==> src/rtl/debounce_pkg.sv <==
package debounce_pkg;

  // Controller states: settled low, confirming a rise, settled high,
  // confirming a fall.
  typedef enum logic [1:0] {
    ST_LOW       = 2'd0,
    ST_RISE_WAIT = 2'd1,
    ST_HIGH      = 2'd2,
    ST_FALL_WAIT = 2'd3
  } dbState_e;

  // Strobes from the controller to the interval counter.
  typedef struct packed {
    logic load;  // reload the counter with all ones
    logic dec;   // count down by one
  } cntStrobe_t;

endpackage

==> src/rtl/debounce_count.sv <==
module debounce_count
  import debounce_pkg::*;
#(
  parameter int CNT_W = 4
) (
  input  logic             clk,
  input  logic             rst,
  input  cntStrobe_t       strobe,
  output logic             nextIsZero
);

  localparam logic [CNT_W-1:0] LOAD_VAL = {CNT_W{1'b1}};
  localparam logic [CNT_W-1:0] ONE_VAL  = {{(CNT_W-1){1'b0}}, 1'b1};

  logic [CNT_W-1:0] countQ;
  logic [CNT_W-1:0] countNext;

  // Next value: hold by default, so no latch and no surprise updates.
  always_comb begin
    countNext = countQ;
    if (strobe.load) begin
      countNext = LOAD_VAL;
    end else if (strobe.dec) begin
      countNext = countQ - ONE_VAL;
    end
  end

  // The zero test is on the next value, so expiry is seen this cycle.
  assign nextIsZero = (countNext == '0);

  always_ff @(posedge clk or posedge rst) begin
    if (rst) begin
      countQ <= '0;
    end else begin
      countQ <= countNext;
    end
  end

endmodule

==> src/rtl/debounce_ctrl.sv <==
module debounce_ctrl
  import debounce_pkg::*;
(
  input  logic       clk,
  input  logic       rst,
  input  logic       swRaw,
  input  logic       nextIsZero,
  output cntStrobe_t strobe,
  output logic       levelOut,
  output logic       tickOut
);

  dbState_e stateQ;
  dbState_e stateNext;

  // Counter strobes depend only on state and input, never on the
  // counter's answer, so the datapath round trip stays acyclic.
  always_comb begin
    strobe = '0;
    unique case (stateQ)
      ST_LOW:       strobe.load = swRaw;
      ST_RISE_WAIT: strobe.dec  = swRaw;
      ST_HIGH:      strobe.load = ~swRaw;
      ST_FALL_WAIT: strobe.dec  = ~swRaw;
      default:      strobe = '0;
    endcase
  end

  // Transitions and the press tick: sample, count and compare all in
  // the same cycle of a single state.
  always_comb begin
    stateNext = stateQ;
    tickOut   = 1'b0;
    unique case (stateQ)
      ST_LOW: begin
        if (swRaw) stateNext = ST_RISE_WAIT;
      end
      ST_RISE_WAIT: begin
        if (!swRaw) begin
          stateNext = ST_LOW;
        end else if (nextIsZero) begin
          tickOut   = 1'b1;
          stateNext = ST_HIGH;
        end
      end
      ST_HIGH: begin
        if (!swRaw) stateNext = ST_FALL_WAIT;
      end
      ST_FALL_WAIT: begin
        if (swRaw) begin
          stateNext = ST_HIGH;
        end else if (nextIsZero) begin
          stateNext = ST_LOW;
        end
      end
      default: stateNext = ST_LOW;
    endcase
  end

  always_ff @(posedge clk or posedge rst) begin
    if (rst) begin
      stateQ <= ST_LOW;
    end else begin
      stateQ <= stateNext;
    end
  end

  assign levelOut = (stateQ == ST_HIGH) || (stateQ == ST_FALL_WAIT);

endmodule

==> src/rtl/switch_debounce.sv <==
module switch_debounce
  import debounce_pkg::*;
#(
  parameter int CNT_W = 4
) (
  input  logic clk,
  input  logic rst,
  input  logic swRaw,
  output logic swLevel,
  output logic swTick
);

  cntStrobe_t cntStrobe;
  logic       cntNextZero;

  debounce_ctrl u_ctrl (
    .clk        (clk),
    .rst        (rst),
    .swRaw      (swRaw),
    .nextIsZero (cntNextZero),
    .strobe     (cntStrobe),
    .levelOut   (swLevel),
    .tickOut    (swTick)
  );

  debounce_count #(.CNT_W(CNT_W)) u_count (
    .clk        (clk),
    .rst        (rst),
    .strobe     (cntStrobe),
    .nextIsZero (cntNextZero)
  );

endmodule

==> config.mk <==
export PLATFORM = sky130hd
export DESIGN_NAME = switch_debounce
export DESIGN_NICKNAME = d
export VERILOG_FILES = /design/src/rtl/debounce_pkg.sv /design/src/rtl/debounce_count.sv /design/src/rtl/debounce_ctrl.sv /design/src/rtl/switch_debounce.sv
export SDC_FILE = /design/constraint.sdc
export NUM_CORES = 1
export LEC_CHECK = 0
export BUFFER_PORTS_ARGS = -buffer_cell sky130_fd_sc_hd__buf_2
export CAP_MARGIN = 30
export CORE_AREA = 2 2 39 41
export DETAILED_ROUTE_END_ITERATION = 8
export DIE_AREA = 0 0 41 43
export GPL_TIMING_DRIVEN = 0
export PLACE_DENSITY = 0.49
export SKIP_LAST_GASP = 1
export SLEW_MARGIN = 30
export SYNTH_ARGS = -nofsm -noshare
export SYNTH_HDL_FRONTEND = slang
export SYNTH_SLANG_ARGS = --single-unit
==> constraint.sdc <==
create_clock -name clk -period 5.5 [get_ports clk]
set_clock_uncertainty 0.15 [all_clocks]
set_input_delay 0.275 -clock clk [delete_from_list [all_inputs] [get_ports clk]]
set_output_delay 0.275 -clock clk [all_outputs]
set_load 0.1 [all_outputs]
==> flow_summary.yaml, run 1 <==
status:
  outcome: "finished, final reports clean"
layout:
  diodes: 0
  final_area_um2: 404
  post-route-util_pct: 29.2
  fin_nets: 46
  instances_no_fill: 56
  fillers: 149
  drive_above_1_share_pct: 27.5
  syn2layout_area_growth_pct: 21.9
clock_network:
  post_cts_buffers: 0
  cts_tree: "built"
  clk_pin_slew_ns: 0.05
  numCtsBuffers: 3
  cts_num_sinks: 6
  htree_levels: 1
  root_buffer: "clkbuf_4"
  clock_latency_ns: 0.24
  cts_max_path_buffers: 2
logic_synthesis:
  synth.cell_area_um2: 332
  netlist_top_cells_count: "dfrtp_1, a21oi_1, inv_1, nor2_1"
  async_reset_ff_share_pct: 100
  ys_types: 19
  syn_nets: 36
  ys_top_cells_by_area: "dfrtp_1, a2111oi_4, a21oi_1"
  synth.avg_cell_area_um2: 10.4
  synth_top_area_share_pct: 45.3
  ys_ff_latch: 6
  yosysTopAreaCell: "dfrtp_1"
  synth-seq-area-share_pct: 45.3
  synth_most_common_cell: "dfrtp_1"
  synth_cells: 32
  synth_edf_count: 0
  ys.flop_type: "dfrtp_1"
  yosysWarnings: 0
pwr:
  power_leakage_nw: 0.184
  p_switching_mw: 0.105
  ir_worst_vdd_mv: 0.255
  p_seq_share_pct: 37.3
  comb_power_share_pct: 45.1
  p_per_area_nw_per_um2: 569
  switching_share_pct: 45.7
  clkPwrFrac_pct: 17.6
  p_int_mw: 0.125
placement:
  port_buffers: 4
  dpl.hpwl_um: 438
  dpl-instance-area_um2: 372
  post-place-cells: 52
  gp_congestion: 0.767
  post-place-ws_ns: 3.14
floorplanning:
  dieWidth_um: 41
  pin_count: 5
  die_y_um: 43
  initial_utilization_pct: 24.0
  row_count: 14
  coreArea_um2: 1380
  dieArea_um2: 1760
grt:
  grt_max_degree: 7
  grt-ovfl-total: 0
  grt_antenna_before_repair: 0
  grt_pass1_wl_um: 1040
  grt_pass1_vias: 270
  grt_usage_pct: 9.29
sta:
  setup_ws_ns: 2.88
  tightest_slew_ns: 0.485
  setup_viol: 0
  final_hold_viol_count: 0
  timing.final.crit_share_pct: 47.6
  setup_tns_ns: 0
  period_needed_ns: 2.62
  rsz0062_at_grt: "no"
  maxSlewViolCount: 0
  fmax_mhz: 382
  slew_headroom_pct: 67.9
route:
  firstDrtPassIters: 3
  drt-initial-drc-count: 2
  routed_wl_um: 602
  via_per_inst: 4.41
  vias: 247
  drc: 0
  wire_per_inst_um: 10.8
  ant_nets: 0
setup_path:
  required_ns: 5.08
  worst_setup_path_end_kind: "output pin"
  worstPathArrival_ns: 2.19
  critical_path_class: "flop to output pin"
  path_cells: "inv_1, ha_1, or2_4, a2111oi_4, and3b_2, buf_2"
  slowest_stage: "buf_2"
  cp_max_fo: 3
  start_kind: "flop"
  cpPeakStageDelay_ns: 0.42
  crit_family: "buffers and inverters"
  critPathBufInv: 2
run:
  maxCapViolations: 0
worst_hold_path:
  hp-class: "input port to flop"
-- area by class of cell --
type	instances	area [um^2]	area share, %
Timing Repair Buffer	5	30.0	7.43
Multi-Input combinational cell	22	166	41.2
Inverter	3	11.3	2.79
Sequential cell	6	150	37.2
Clock buffer	3	22.5	5.57
Buffer	1	3.75	0.929
Tap cell	16	20.0	4.95
-- kinds of logic (layout without fill, tap and decap cells) --
kind of cell	Yosys count	after routing	synth area share [%]
adders and majority gates	1	1	3.77
muxes	1	1	4.53
AOI/OAI and AO/OA	7	7	18.1
and+or+nand+nor	11	11	18.5
xor gates and xnor gates	2	2	5.28
DFF	6	6	45.3
buffers and inverters	4	12	4.53
-- final timing paths --
path / startpoint / end / slack, ns / cells past startpoint
min in group asynchronous: rst / u_count.countQ[2]$_DFF_PP0_ / 0.34 / 3
max in group asynchronous: rst / u_count.countQ[1]$_DFF_PP0_ / 4.67 / 3
min reg2reg: u_ctrl.stateQ[0]$_DFFE_PP0P_ / u_count.countQ[2]$_DFF_PP0_ / 0.39 / 1
min: swRaw / flop / 0.17 / 2
max: u_count.countQ[0]$_DFF_PP0_ / swTick / 2.88 / 6
max reg2reg: u_count.countQ[0]$_DFF_PP0_ / flop / 3.60 / 5
-- timing repair --
action	4_1_cts	5_1_grt
gates resized for setup	0	0
hold endpoints to repair	6	0
hold buffers	1	0
-- metal layers --
metal	GRT usage [%]	vias to the layer above	share of wire (%)
met2	11.6	4	45
li1	-	125	-
met5	0	-	0
met1	11.1	116	51
met3	1.57	2	2.3
met4	12.0	0	1.7
-- power groups by stage --
| stage | registers [mW] | clock network [mW] | logic, mW |
|---|---|---|---|
| after floorplan | 0.0801 | 0 | 0.0893 |
| after global placement | 0.0862 | 0 | 0.102 |
| after detailed placement | 0.0858 | 0 | 0.103 |
| after CTS | 0.0855 | 0.0423 | 0.104 |
| after global routing | 0.0890 | 0.0459 | 0.113 |
| final | 0.0860 | 0.0405 | 0.104 |
-- stage by stage --
stage               power [mW]  hold slack, ns
detailed placement       0.188          0.0535
floorplan                0.169         -0.0840
finish                   0.230           0.174
global route             0.248           0.186
CTS                      0.231           0.168
global placement         0.188          0.0523
-- cells in the final DEF (no fill, tap or decap) --
master	Yosys	layout
or2_4	1	1
a2111oi_4	1	1
a31oi_1	1	1
nand2b_1	1	1
dlygate4sd3_1	0	1
xor2_1	1	1
and3_1	2	2
o22ai_1	1	1
nand2_1	2	2
o21ai_0	1	1
buf_2	0	4
mux2_4	1	1
and3b_2	1	1
nor3_1	1	1
xnor2_1	1	1
clkbuf_1	1	1
clkbuf_4	0	3
dfrtp_1	6	6
a21oi_1	3	3
inv_1	3	3
nor2_1	3	3
ha_1	1	1
No activity file was read; power rests on OpenSTA's default activity.
==> run 2, diff against run 1 <==
==> constraint.sdc (replaced) <==
create_clock -name clk -period 2.55 [get_ports clk]
set_clock_uncertainty 0.15 [all_clocks]
set_input_delay 0.1275 -clock clk [delete_from_list [all_inputs] [get_ports clk]]
set_output_delay 0.1275 -clock clk [all_outputs]
set_load 0.1 [all_outputs]
==> run 2 against run 1 <==
  * Routed wire length is 0.17% lower
  * Die area stayed put
  * Total power increased by 120%
  * Largest power group unchanged
  * Critical path type unchanged
  * Core utilization rose by 0.18 points
  * Hold slack got worse by 0.15 ns
  * Clock power grew 120%
  * Largest cell class unchanged
==> flow_summary.yaml, run 2 (synthesized netlist as in run 1, its figures left out) <==
status:
  outcome: "finished, final reports clean"
placement:
  port_buffers: 4
  gp_congestion: 0.767
  dpl.hpwl_um: 438
  post-place-cells: 52
clock_network:
  clock_latency_ns: 0.24
  htree_levels: 1
  numCtsBuffers: 3
  cts_num_sinks: 6
  cts_tree: "built"
  root_buffer: "clkbuf_4"
  cts_max_path_buffers: 2
  clk_pin_slew_ns: 0.05
floorplanning:
  dieArea_um2: 1760
  initial_utilization_pct: 24.0
  pin_count: 5
  die_y_um: 43
  coreArea_um2: 1380
  row_count: 14
  dieWidth_um: 41
grt:
  grt_use_met1_pct: 11.1
  met2_usage_pct: 11.6
  grt_pass1_vias: 270
  gr-max-usage-layer: "met4"
  grt_pass1_wl_um: 1040
  grt-ovfl-total: 0
  grt_antenna_before_repair: 0
  grt_max_degree: 7
  use_met3_pct: 1.57
  grt_usage_pct: 9.29
route:
  vias: 244
  routed_wl_um: 601
  wire_per_inst_um: 10.7
  drt-initial-drc-count: 2
  drc: 0
  firstDrtPassIters: 3
  ant_nets: 0
  via_per_inst: 4.36
pwr:
  switching_share_pct: 45.7
  power_leakage_nw: 0.184
  clkPwrFrac_pct: 17.6
  p_per_area_nw_per_um2: 1220
  p_seq_share_pct: 37.3
  p_switching_mw: 0.227
  ir_worst_vdd_mv: 0.550
  p_int_mw: 0.270
  total_power_mw: 0.496
  comb_power_share_pct: 45.1
sta:
  maxSlewViolCount: 0
  setup_viol: 0
  period_needed_ns: 2.37
  fmax_mhz: 421
  tightest_slew_ns: 0.485
  rsz0062_at_grt: "no"
  slew_headroom_pct: 67.9
  timing.final.crit_share_pct: 93.1
  setup_tns_ns: 0
  final_hold_viol_count: 0
layout:
  final_cell_mix: "dfrtp_1, clkbuf_4"
  final_common_cell: "dfrtp_1"
  syn2layout_area_growth_pct: 22.6
  drive_above_1_share_pct: 27.5
  fin_nets: 46
  diodes: 0
  instances_no_fill: 56
setup_path:
  worst_setup_path_end_kind: "output pin"
  crit_path_end: "swTick"
  crit_family: "simple AND/OR/NAND/NOR gates"
  slowest_stage: "dfrtp_1"
  critical_path_class: "flop to output pin"
  start_kind: "flop"
  critPathBufInv: 2
  cp_max_fo: 3
  crit_cells: 6
  ff2ff_path_depth: 5
  path_cells: "inv_1, ha_1, or2_4, a2111oi_4, and3b_2, clkbuf_4"
  worstPathArrival_ns: 2.10
  crit_start: "u_count.countQ[0]$_DFF_PP0_"
  cpPeakStageDelay_ns: 0.36
  required_ns: 2.27
  reg2reg_slack_ns: 0.65
  r2r-start: "u_count.countQ[0]$_DFF_PP0_"
run:
  maxCapViolations: 0
worst_hold_path:
  min_from: "swRaw"
  hp-class: "input port to flop"
[run 2: changes by cell type in the layout (fill, tap and decap cells not counted)]
cell      delta
buf_2        -1
clkbuf_4     +1
[run 2: repair_timing]
item / in CTS / in global routing
buffers inserted: 0 / 0
hold endpoints to repair: 6 / 0
hold buffers: 1 / 0
gates resized for setup: 0 / 1
endpoints found under the setup margin: 0 / 1
[run 2: metal layers]
| metal | wire [um] | up-vias |
|---|---|---|
| met3 | 14 | 2 |
| met5 | 0 | - |
| li1 | - | 125 |
| met1 | 311 | 113 |
| met4 | 10 | 0 |
| met2 | 265 | 4 |
[run 2: worst min path at each step]
stage	endpoint	slack (ns)	cells past startpoint
2_1_floorplan	asynchronous set/reset pin	-0.23	1
6_report	flop	0.03	2
3_5_place_dp	u_count.countQ[1]$_DFF_PP0_	-0.09	2
4_1_cts	flop	0.02	2
3_3_place_gp	u_count.countQ[1]$_DFF_PP0_	-0.1	2
5_1_grt	flop	0.04	2
[run 2: cell type report]
cell class,count,area (um^2)
fillers,148,977
clock buffers,3,22.5
repair buffers,5,32.5
plain buffers,1,3.75
inverters,3,11.3
multi-input cells,22,166
well taps,16,20.0
flip-flops and latches,6,150
[run 2: through the flow]
| step | worst slack, ns | hold WS [ns] | util (%) | instance area [um^2] |
|---|---|---|---|---|
| global placement | 0.333 | -0.0952 | 26.9 | 372 |
| CTS | 0.0701 | 0.0203 | 29.2 | 404 |
| finish | 0.176 | 0.0260 | 29.4 | 407 |
| detailed placement | 0.342 | -0.0940 | 26.9 | 372 |
| global route | 0.0442 | 0.0387 | 29.4 | 407 |
| floorplan | 0.496 | -0.232 | - | 332 |
[run 2: power groups by stage]
stage                     registers (mW)  logic, mW  clock network [mW]
after floorplan                    0.173      0.193                   0
after global placement             0.186      0.220                   0
after detailed placement           0.185      0.221                   0
after CTS                          0.184      0.224              0.0911
after global routing               0.192      0.243              0.0991
final                              0.185      0.224              0.0873
